<file path="src/rtl/xlat_pkg.sv">
package xlat_pkg;

  typedef logic way_t;

  function automatic way_t flip_way(input way_t w);
    return ~w;
  endfunction

endpackage

</file>
<file path="src/rtl/xlat_tlb.sv">
module xlat_tlb
  import xlat_pkg::*;
#(
  parameter int VPN_W = 20,
  parameter int PPN_W = 16,
  parameter int SET_W = 4
) (
  input  logic             clk,
  input  logic             rst_n,
  input  logic             lk_en,
  input  logic [VPN_W-1:0] lk_vpn,
  input  logic             fill_en,
  input  logic [VPN_W-1:0] fill_vpn,
  input  logic [PPN_W-1:0] fill_ppn,
  input  logic             flush,
  output logic             lk_hit,
  output logic [PPN_W-1:0] lk_ppn
);

  localparam int WAYS  = 2;
  localparam int SETS  = 1 << SET_W;
  localparam int TAG_W = VPN_W - SET_W;

  logic [SET_W-1:0] l_set, f_set;
  logic [TAG_W-1:0] l_tag, f_tag;
  logic [WAYS-1:0]  way_hit;
  logic [WAYS-1:0]  fill_match;
  logic [WAYS-1:0]  way_any;
  logic [PPN_W-1:0] way_ppn [WAYS];
  logic [SETS-1:0]  lru_q;
  way_t             hit_way;
  way_t             fill_way;

  function automatic logic [SET_W-1:0] set_of(input logic [VPN_W-1:0] vpn);
    return vpn[SET_W-1:0];
  endfunction

  function automatic logic [TAG_W-1:0] tag_of(input logic [VPN_W-1:0] vpn);
    return vpn[VPN_W-1:SET_W];
  endfunction

  assign l_set = set_of(lk_vpn);
  assign l_tag = tag_of(lk_vpn);
  assign f_set = set_of(fill_vpn);
  assign f_tag = tag_of(fill_vpn);

  // An existing copy of the tag wins over the replacement bit
  always_comb begin
    if (fill_match[0])      fill_way = 1'b0;
    else if (fill_match[1]) fill_way = 1'b1;
    else                    fill_way = lru_q[f_set];
  end

  genvar w;
  for (w = 0; w < WAYS; w++) begin : g_way
    logic [SETS-1:0]  vld_q;
    logic [TAG_W-1:0] tag_q [SETS];
    logic [PPN_W-1:0] ppn_q [SETS];
    logic             wr_here;

    assign wr_here = fill_en && !flush && (fill_way == way_t'(w));

    always_ff @(posedge clk) begin
      if (!rst_n)       vld_q <= '0;
      else if (flush)   vld_q <= '0;
      else if (wr_here) vld_q[f_set] <= 1'b1;
    end

    always_ff @(posedge clk) begin
      if (wr_here) begin
        tag_q[f_set] <= f_tag;
        ppn_q[f_set] <= fill_ppn;
      end
    end

    assign way_hit[w]    = vld_q[l_set] && (tag_q[l_set] == l_tag);
    assign fill_match[w] = vld_q[f_set] && (tag_q[f_set] == f_tag);
    assign way_ppn[w]    = ppn_q[l_set];
    assign way_any[w]    = |vld_q;
  end

  assign lk_hit  = |way_hit;
  assign hit_way = way_hit[1];
  assign lk_ppn  = way_hit[1] ? way_ppn[1] : way_ppn[0];

  // Replacement bit names the next victim; refill update lands last
  always_ff @(posedge clk) begin
    if (!rst_n) lru_q <= '0;
    else if (flush) lru_q <= '0;
    else begin
      if (lk_en && lk_hit) lru_q[l_set] <= flip_way(hit_way);
      if (fill_en)         lru_q[f_set] <= flip_way(fill_way);
    end
  end

  // no duplicate entries, so never two matching ways
  p_single_way_r10: assert property (@(posedge clk) disable iff (!rst_n)
    $onehot0(way_hit));

  // table is empty after a flush
  p_flush_empty_r11: assert property (@(posedge clk) disable iff (!rst_n)
    flush |=> (way_any == '0));

  // refill leaves its set's victim pointing away from the written way
  p_fill_victim_r9: assert property (@(posedge clk) disable iff (!rst_n)
    (fill_en && !flush) |=> lru_q[$past(f_set)] == flip_way($past(fill_way)));

endmodule

</file>
<file path="src/rtl/xlat_seq.sv">
module xlat_seq #(
  parameter int PA_W   = 28,
  parameter int OFF_W  = 12,
  parameter int STEP_W = 4
) (
  input  logic            clk,
  input  logic            rst_n,
  input  logic            fetch_go,
  input  logic            seq,
  input  logic [STEP_W-1:0] step,
  input  logic            tlb_hit,
  input  logic [PA_W-1:0] tlb_paddr,
  input  logic            kill,
  output logic            use_bypass,
  output logic [PA_W-1:0] byp_paddr
);

  localparam int PG_W = PA_W - OFF_W;

  logic            prev_v;
  logic [PA_W-1:0] prev_q;
  logic [OFF_W:0]  adv;

  // Offset advance with carry-out in the top bit
  function automatic logic [OFF_W:0] page_advance(
    input logic [OFF_W-1:0] off, input logic [STEP_W-1:0] inc);
    return {1'b0, off} + {{(OFF_W + 1 - STEP_W){1'b0}}, inc};
  endfunction

  assign adv        = page_advance(prev_q[OFF_W-1:0], step);
  assign use_bypass = fetch_go && seq && prev_v && !adv[OFF_W];
  assign byp_paddr  = {prev_q[PA_W-1:OFF_W], adv[OFF_W-1:0]};

  always_ff @(posedge clk) begin
    if (!rst_n) begin
      prev_v <= 1'b0;
      prev_q <= '0;
    end else if (kill) begin
      prev_v <= 1'b0;
    end else if (fetch_go) begin
      if (use_bypass) begin
        prev_q <= byp_paddr;
        prev_v <= 1'b1;
      end else if (tlb_hit) begin
        prev_q <= tlb_paddr;
        prev_v <= 1'b1;
      end else begin
        prev_v <= 1'b0;
      end
    end
  end

  logic [PG_W-1:0] prev_page;
  assign prev_page = prev_q[PA_W-1:OFF_W];

  // refill or flush drops the held address
  p_kill_prev_r8: assert property (@(posedge clk) disable iff (!rst_n)
    kill |=> !prev_v);

  // a bypassed fetch stays on the same real page
  p_bypass_page_r6: assert property (@(posedge clk) disable iff (!rst_n)
    (use_bypass && !kill) |=> (prev_v && prev_page == $past(prev_page)));

endmodule

</file>
<file path="src/rtl/xlat_unit.sv">
module xlat_unit #(
  parameter int VA_W   = 32,
  parameter int PA_W   = 28,
  parameter int OFF_W  = 12,
  parameter int SET_W  = 4,
  parameter int STEP_W = 4
) (
  input  logic                    clk,
  input  logic                    rst_n,
  input  logic                    req_valid,
  input  logic                    req_fetch,
  input  logic                    req_seq,
  input  logic [VA_W-1:0]         req_vaddr,
  input  logic [STEP_W-1:0]       req_step,
  input  logic                    fill_en,
  input  logic [VA_W-OFF_W-1:0]   fill_vpn,
  input  logic [PA_W-OFF_W-1:0]   fill_ppn,
  input  logic                    flush,
  output logic                    resp_valid,
  output logic [PA_W-1:0]         resp_paddr,
  output logic                    resp_miss,
  output logic                    resp_bypass
);

  localparam int VPN_W = VA_W - OFF_W;
  localparam int PPN_W = PA_W - OFF_W;

  logic             fetch_go;
  logic             use_bypass;
  logic [PA_W-1:0]  byp_paddr;
  logic             lk_en;
  logic             lk_hit;
  logic [PPN_W-1:0] lk_ppn;
  logic [PA_W-1:0]  tlb_paddr;

  assign fetch_go  = req_valid && req_fetch;
  assign lk_en     = req_valid && !use_bypass;
  assign tlb_paddr = {lk_ppn, req_vaddr[OFF_W-1:0]};

  xlat_tlb #(
    .VPN_W(VPN_W),
    .PPN_W(PPN_W),
    .SET_W(SET_W)
  ) u_tlb (
    .clk     (clk),
    .rst_n   (rst_n),
    .lk_en   (lk_en),
    .lk_vpn  (req_vaddr[VA_W-1:OFF_W]),
    .fill_en (fill_en),
    .fill_vpn(fill_vpn),
    .fill_ppn(fill_ppn),
    .flush   (flush),
    .lk_hit  (lk_hit),
    .lk_ppn  (lk_ppn)
  );

  xlat_seq #(
    .PA_W  (PA_W),
    .OFF_W (OFF_W),
    .STEP_W(STEP_W)
  ) u_seq (
    .clk       (clk),
    .rst_n     (rst_n),
    .fetch_go  (fetch_go),
    .seq       (req_seq),
    .step      (req_step),
    .tlb_hit   (lk_hit),
    .tlb_paddr (tlb_paddr),
    .kill      (fill_en || flush),
    .use_bypass(use_bypass),
    .byp_paddr (byp_paddr)
  );

  always_ff @(posedge clk) begin
    if (!rst_n) begin
      resp_valid  <= 1'b0;
      resp_paddr  <= '0;
      resp_miss   <= 1'b0;
      resp_bypass <= 1'b0;
    end else begin
      resp_valid  <= req_valid;
      resp_bypass <= req_valid && use_bypass;
      resp_miss   <= lk_en && !lk_hit;
      if (!req_valid)      resp_paddr <= '0;
      else if (use_bypass) resp_paddr <= byp_paddr;
      else if (lk_hit)     resp_paddr <= tlb_paddr;
      else                 resp_paddr <= '0;
    end
  end

  // one-cycle response
  p_resp_next_r12: assert property (@(posedge clk) disable iff (!rst_n)
    req_valid |=> resp_valid);
  p_resp_idle_r12: assert property (@(posedge clk) disable iff (!rst_n)
    !req_valid |=> (!resp_valid && !resp_miss && !resp_bypass));

  // data accesses never take the increment path
  p_data_lookup_r5: assert property (@(posedge clk) disable iff (!rst_n)
    (req_valid && !req_fetch) |=> !resp_bypass);

  // offset passes through on a table translation
  p_offset_pass_r1: assert property (@(posedge clk) disable iff (!rst_n)
    (req_valid && !use_bypass) |=>
      (resp_miss || resp_paddr[OFF_W-1:0] == $past(req_vaddr[OFF_W-1:0])));

  // a miss carries no address
  p_miss_zero_r4: assert property (@(posedge clk) disable iff (!rst_n)
    resp_miss |-> (resp_paddr == '0 && !resp_bypass));

endmodule

</file>
<file path="config.mk">
export PLATFORM = sky130hd
export DESIGN_NAME = xlat_unit
export DESIGN_NICKNAME = d
export VERILOG_FILES = /design/src/rtl/xlat_pkg.sv /design/src/rtl/xlat_tlb.sv /design/src/rtl/xlat_seq.sv /design/src/rtl/xlat_unit.sv
export SDC_FILE = /design/constraint.sdc
export NUM_CORES = 1
export LEC_CHECK = 0
export BUFFER_PORTS_ARGS = -buffer_cell sky130_fd_sc_hd__buf_2
export CORE_UTILIZATION = 59
export CTS_BUF_LIST = sky130_fd_sc_hd__clkbuf_4
export CTS_CLUSTER_SIZE = 16
export DETAILED_ROUTE_END_ITERATION = 7
export PLACE_DENSITY = 0.8
export SLEW_MARGIN = 30
export SYNTH_ARGS = -nofsm -noshare
export SYNTH_HDL_FRONTEND = slang
export SYNTH_SLANG_ARGS = --single-unit
</file>
<file path="constraint.sdc">
create_clock -name clk -period 7.7 [get_ports clk]
set_clock_uncertainty 0.05 [all_clocks]
set_input_delay 1.155 -clock clk [delete_from_list [all_inputs] [get_ports clk]]
set_output_delay 1.155 -clock clk [all_outputs]
set_load 0.02 [all_outputs]
</file>
## Yosys cells after proc, flatten, opt, wreduce, memory -nomap -nowiden

Memories as Yosys holds them, arrays and structs flattened.
Cells that the tools add are included.

- Word-level logic and storage cells: 92
- Memories kept: 4
- RAM bits: 1024
- Register bits after elaboration: 108
- Bits of input ports: 79
- Memory bits (read-only): 0
- Bits in latches: 0

- Multipliers: 0
- Div/mod/pow operators: 0
- Equal/unequal tests: 4
- Reduce and logical (&&, ||, !) cells: 29
- Magnitude comparators: 4
- Muxes and demuxes: 33
- Add/subtract/negate cells: 1
- Shift operators: 0
- Bitwise logic cells: 7

Memories:

| name | depth | width | read ports | clocked after memory_dff | write ports | line | source |
|---|---|---|---|---|---|---|---|
| u_tlb.g_way[0].ppn_q | 16 | 16 | 1 | 0 | 1 | xlat_tlb.sv:58 | `logic [PPN_W-1:0] ppn_q [SETS];` |
| u_tlb.g_way[0].tag_q | 16 | 16 | 2 | 0 | 1 | xlat_tlb.sv:57 | `logic [TAG_W-1:0] tag_q [SETS];` |
| u_tlb.g_way[1].ppn_q | 16 | 16 | 1 | 0 | 1 | xlat_tlb.sv:58 |  |
| u_tlb.g_way[1].tag_q | 16 | 16 | 2 | 0 | 1 | xlat_tlb.sv:57 |  |

Operators by type and width:

| kind | number |
|---|---|
| 2-to-1 mux 16 bit | 5 |
| equality test 16 bit | 4 |
| 2-to-1 mux 28 bit | 2 |
| bitwise mux 16 bit | 2 |
| bitwise OR 16 bit | 2 |
| 2-to-1 mux 12 bit | 2 |
| binary-select mux 1 bit (select 4 bit) | 5 |
| logical AND 1 bit | 17 |
| 2-to-1 mux 1 bit | 15 |
| adder 12 x 4 -> 13 bit | 1 |
| less-than comparator 4 x 5 -> 1 bit (second input constant) | 2 |
| demux 1 bit (select 4 bit) | 2 |
| greater-or-equal comparator 4 x 1 -> 1 bit (second input constant) | 2 |
| OR reduction 2 bit | 3 |
| inverter 1 bit | 5 |
| logical NOT 1 bit | 4 |
| AND reduction 4 bit | 1 |
| AND reduction 3 bit | 1 |
| AND reduction 2 bit | 1 |
| nonzero test 2 bit | 1 |
| logical OR 1 bit | 1 |

## Logic depth before layout (Yosys ltp)

- Depth in word-level cells: 12
- Gate-level depth with buffers: 17

## Hierarchy

Synthesis repeated with hierarchy kept, for this count alone.

- Cells, all modules: 2851
- Area total of the unflattened synthesis: 50653.6 µm²

Modules (own cells, without submodules):

| module | instances | cells an instance | area each (µm²) | seq. area each (µm²) |
|---|---|---|---|---|
| xlat_tlb | 1 | 2493 | 47586.9 | 31710.4 |
| xlat_seq | 1 | 224 | 1815.5 | 580.6 |
| xlat_unit | 1 | 134 | 1251.2 | 620.6 |

## Least setup slack after synthesis

No wires, ideal clock.

- Kind: input-to-reg
- From: in fill_vpn[0]
- To: mem u_tlb.g_way[1].ppn_q[0][0] (enable)
- Arrival: 7.234 ns
- Stages on the path: 14
- Setup slack: -0.097 ns
- Path buffers: 6
- Library setup time: 0.513 ns
- Path through: buf_4 -> buf_4 -> buf_6 -> buf_6 -> buf_2 -> mux2i_1 -> a22o_1 -> a221oi_1 -> xor2_1 -> a2111o_1 -> a211oi_1 -> a41oi_1 -> clkbuf_1 -> nor4b_1

- Longest elaborated chain between the ends: 8

Ends and longest elaborated chain:

| item | line | source |
|---|---|---|
| start: declaration | xlat_unit.sv:16 | `input logic [VA_W-OFF_W-1:0] fill_vpn,` |
| memory read (16 x 16 bit) / binary-select mux 1 bit (select 4 bit) (equally long branches) | - |  |
| equality test 16 bit / 2-to-1 mux 1 bit (equally long branches) | xlat_tlb.sv:77 | `assign fill_match[w] = vld_q[f_set] && (tag_q[f_set] == f_tag);` |
| logical AND 1 bit | xlat_tlb.sv:77 |  |
| 2-to-1 mux 1 bit | xlat_tlb.sv:50 | `else if (fill_match[1]) fill_way = 1'b1;` |
| 2-to-1 mux 1 bit | xlat_tlb.sv:49 | `if (fill_match[0]) fill_way = 1'b0;` |
| logical AND 1 bit | xlat_tlb.sv:61 | `assign wr_here = fill_en && !flush && (fill_way == way_t'(w));` |
| 2-to-1 mux 1 bit | xlat_tlb.sv:70 | `if (wr_here) begin` |
| 2-to-1 mux 1 bit (not written as such) | xlat_tlb.sv:72 | `ppn_q[f_set] <= fill_ppn;` |
| end: declaration | xlat_tlb.sv:58 |  |

Parallel ways exist; a longest one is shown, timed or not. The select of a mux whose other input is x is not followed.

## Final worst setup path

- From: in fill_vpn[0]
- To: mem u_tlb.g_way[1].tag_q[7][0] (netlist bit) (enable)

- Longest elaborated chain between the ends: 8

Ends and longest elaborated chain:

| item | line | source |
|---|---|---|
| memory read (16 x 16 bit) / binary-select mux 1 bit (select 4 bit) (equally long branches) | - |  |
| equality test 16 bit / 2-to-1 mux 1 bit (equally long branches) | xlat_tlb.sv:77 |  |
| logical AND 1 bit | xlat_tlb.sv:77 |  |
| 2-to-1 mux 1 bit | xlat_tlb.sv:50 |  |
| 2-to-1 mux 1 bit | xlat_tlb.sv:49 |  |
| logical AND 1 bit | xlat_tlb.sv:61 |  |
| 2-to-1 mux 1 bit | xlat_tlb.sv:70 |  |
| 2-to-1 mux 1 bit (not written as such) | xlat_tlb.sv:71 | `tag_q[f_set] <= f_tag;` |
| end: declaration | xlat_tlb.sv:57 |  |

Parallel ways exist; a longest one is shown, timed or not. The select of a mux whose other input is x is not followed.

==> flow_metrics.env <==
export IMPL_drive_gt1_share_pct=33.8
export IMPL_status="finished clean"
export IMPL_synth_warnings=0
export IMPL_place_inst=4077
export IMPL_period_minus_slack_ps=5340
export IMPL_finalMaxSlewViolations=0
export IMPL_yosysTopAreaCell="edfxtp_1"
export IMPL_cp_required_ps=8440
export IMPL_drcViolationCount=0
export IMPL_worstHoldPathCells=1
export IMPL_crit_fanout=50
export IMPL_cp_startpoint="fill_vpn[0]"
export IMPL_cts_resized=0
export IMPL_die_y_um=295
export IMPL_powerDensity_mw_per_mm2=227
export IMPL_worst_r2r_endpoint="u_tlb.g_way[1].tag_q[7][0]"
export IMPL_yosysSeqAreaShare_pct=65.0
export IMPL_fin_tns_setup_ps=0
export IMPL_netlist_top_cells_count="edfxtp_1, mux4_2, mux2i_1"
export IMPL_grt_max_degree=72
export IMPL_place_gp_congestion=1.01
export IMPL_wl_per_cell_um=32.9
export IMPL_r2r_cells=11
export IMPL_grt_pass1_wl_mm=218
export IMPL_holdCritStartpoint="fill_vpn[5]"
export IMPL_cp_start_kind="input port"
export IMPL_synth_edf_count=1024
export IMPL_rsz0062_at_grt="no"
export IMPL_cts_buffers=300
export IMPL_synth_flop_cell="edfxtp_1"
export IMPL_clock_latency_ps=1190
export IMPL_vias_per_cell=6.99
export IMPL_cts_root_buf="clkbuf_4"
export IMPL_grt_usage_pct=35.3
export IMPL_power_leakage_nw=19.1
export IMPL_first_global_vias=32600
export IMPL_crit_type="in2reg"
export IMPL_routed_wl_mm=151
export IMPL_drtIter0Drc=4441
export IMPL_tightest_slew_ps=1090
export IMPL_min_to="u_tlb.g_way[0].tag_q[8][1]"
export IMPL_fin_crit_sh_pct=69.4
export IMPL_clock_tree_buffer_depth=4
export IMPL_yosysUniqueCellTypes=82
export IMPL_fin_cells=4599
export IMPL_io_pins=110
export IMPL_chipWidth_um=295
export IMPL_drt_pass1_iterations=6
export IMPL_synth_net_count=2986
export IMPL_regToRegSetupSlack_ps=3030
export IMPL_portBuffers=109
export IMPL_slew_headroom_pct=27.0
export IMPL_timing_rr_start="u_tlb.g_way[1].tag_q[13][4]"
export IMPL_antenna_found_initial=4
export IMPL_final_nets=3319
export IMPL_synth_area_leaders="edfxtp_1, mux4_2, mux2i_1"
export IMPL_vias=32200
export IMPL_dp_hpwl_mm=96.8
export IMPL_endpoint_kind="flop"
export IMPL_drv_cap=0
export IMPL_cp_arrival_ps=6080
export IMPL_finalSetupViolations=0
export IMPL_die_area_mm2=0.0870
export IMPL_h_tree_depth=5
export IMPL_std_cell_rows=107
export IMPL_synth_top_area_share_pct=60.7
export IMPL_drtAntennaViolNets=0
export IMPL_cts_setup_buffers=0
export IMPL_initial_utilization_pct=59.5
export IMPL_synthCells=2902
export IMPL_syn_avg_cell_area_um2=17.5
export IMPL_core_area_mm2=0.0851
export IMPL_area_growth_pct=12.1
export IMPL_ys_ff_latch=1132
export IMPL_hold_viol_final=0
export IMPL_syn_area_mm2=0.0507
export IMPL_cts_tree="built"
export IMPL_cts_sinks=1132
export IMPL_cts_hold_fix_buffers=0
export IMPL_globalRouteOverflowTotal=0
export IMPL_synthArstFlopShare_pct=0
export IMPL_yosysMostFrequentCell="edfxtp_1"
export IMPL_clkTransAtPathRegs_ps=60
export IMPL_fmax_ghz=0.187
export IMPL_hold_class="in2reg"
export IMPL_peakVddDrop_uv=196
[layer usage]
metal	vias to the layer above	track usage [%]	part of all wire [%]
li1	12800	-	-
met1	16200	45.1	35
met2	2571	55.6	48
met3	508	8.35	11
met4	2	21.1	5.9
met5	-	0	0.0086
[area by class of cell]
type,instances,area (µm²)
Clock buffer,431,3240
Multi-Input combinational cell,1531,17000
Fill cell,5722,28400
Inverter,31,118
Tap cell,1144,1430
Clock inverter,87,475
Antenna cell,4,10.0
Timing Repair Buffer,239,1630
Sequential cell,1132,32900
[stage by stage]
stage / setup slack, ps / utilization [%] / hold slack, ps / power [mW] / instance area (µm²)
after CTS: 2490 / 66.7 / 92.1 / 13.0 / 56800
after floorplan: -96.8 / - / 377 / 7.46 / 50800
final: 2360 / 66.7 / 202 / 12.9 / 56800
after global routing: 2250 / 66.7 / 119 / 13.3 / 56800
after global placement: 1370 / 62.3 / 385 / 7.83 / 53000
after detailed placement: 1320 / 62.3 / 403 / 7.85 / 53100
[sequential cells by signal, indices dropped and copies added, names as in the netlist]
| register | cells |
|---|---|
| u_tlb.g_way.ppn_q | 512 |
| u_seq.prev_v | 1 |
| resp_bypass | 1 |
| resp_miss | 1 |
| resp_paddr | 28 |
| u_tlb.g_way.tag_q | 512 |
| u_tlb.lru_q | 16 |
| resp_valid | 1 |
| u_tlb.g_way.vld_q | 32 |
| u_seq.prev_q | 28 |
[worst max-delay path by stage]
stage	slack [ps]	to	cells past startpoint
after detailed placement	1320	u_tlb.g_way[1].tag_q[7][15]	13
after global placement	1370	u_tlb.g_way[1].tag_q[7][5]	13
after global routing	2250	u_tlb.g_way[1].tag_q[7][0]	13
final	2360	u_tlb.g_way[1].tag_q[7][0]	13
after floorplan	-100	u_tlb.g_way[1].ppn_q[0][0]	14
after CTS	2490	u_tlb.g_way[1].tag_q[7][15]	13
[layout by cell type, fill, tap and decap left out, types with 30 or more instances in the layout]
cell type,Yosys,layout
mux4_2,351,351
a22oi_1,43,43
buf_2,52,102
xnor2_1,58,58
dfxtp_1,108,108
clkbuf_4,0,431
mux2i_1,244,244
edfxtp_1,1024,1024
a21oi_1,40,40
buf_4,23,126
o21ai_0,43,43
nand2_1,155,155
nor3_1,31,30
clkinv_1,4,71
nor2_1,60,56
[critical path: stages]
cell      delay [ps]
clkbuf_8         480
buf_4            600
mux4_2           580
and2_1           180
a211oi_1         200
a21oi_1           90
xnor2_1          170
a211oi_1         400
a41oi_2          160
buf_4            280
nor2_4           480
and3_2           870
buf_4            310
[kinds of logic after synthesis]
logic type               after synthesis  synth area share (%)
multiplexers                         619                  21.0
XOR/XNOR                              85                  1.47
buffers and inverters                239                  2.32
flip-flops                          1132                  65.0
AO/OA/AOI/OAI                        402                  5.96
adder cells (fa/ha/maj)                5                 0.138
AND/OR/NAND/NOR                      420                  4.20
[power by group]
part	internal, mW	switching, mW
logic	0.365	0.633
registers	6.72	0.0148
clock network	2.74	2.42
total	9.83	3.07
Note: power is estimated with default switching activity, not from simulation.
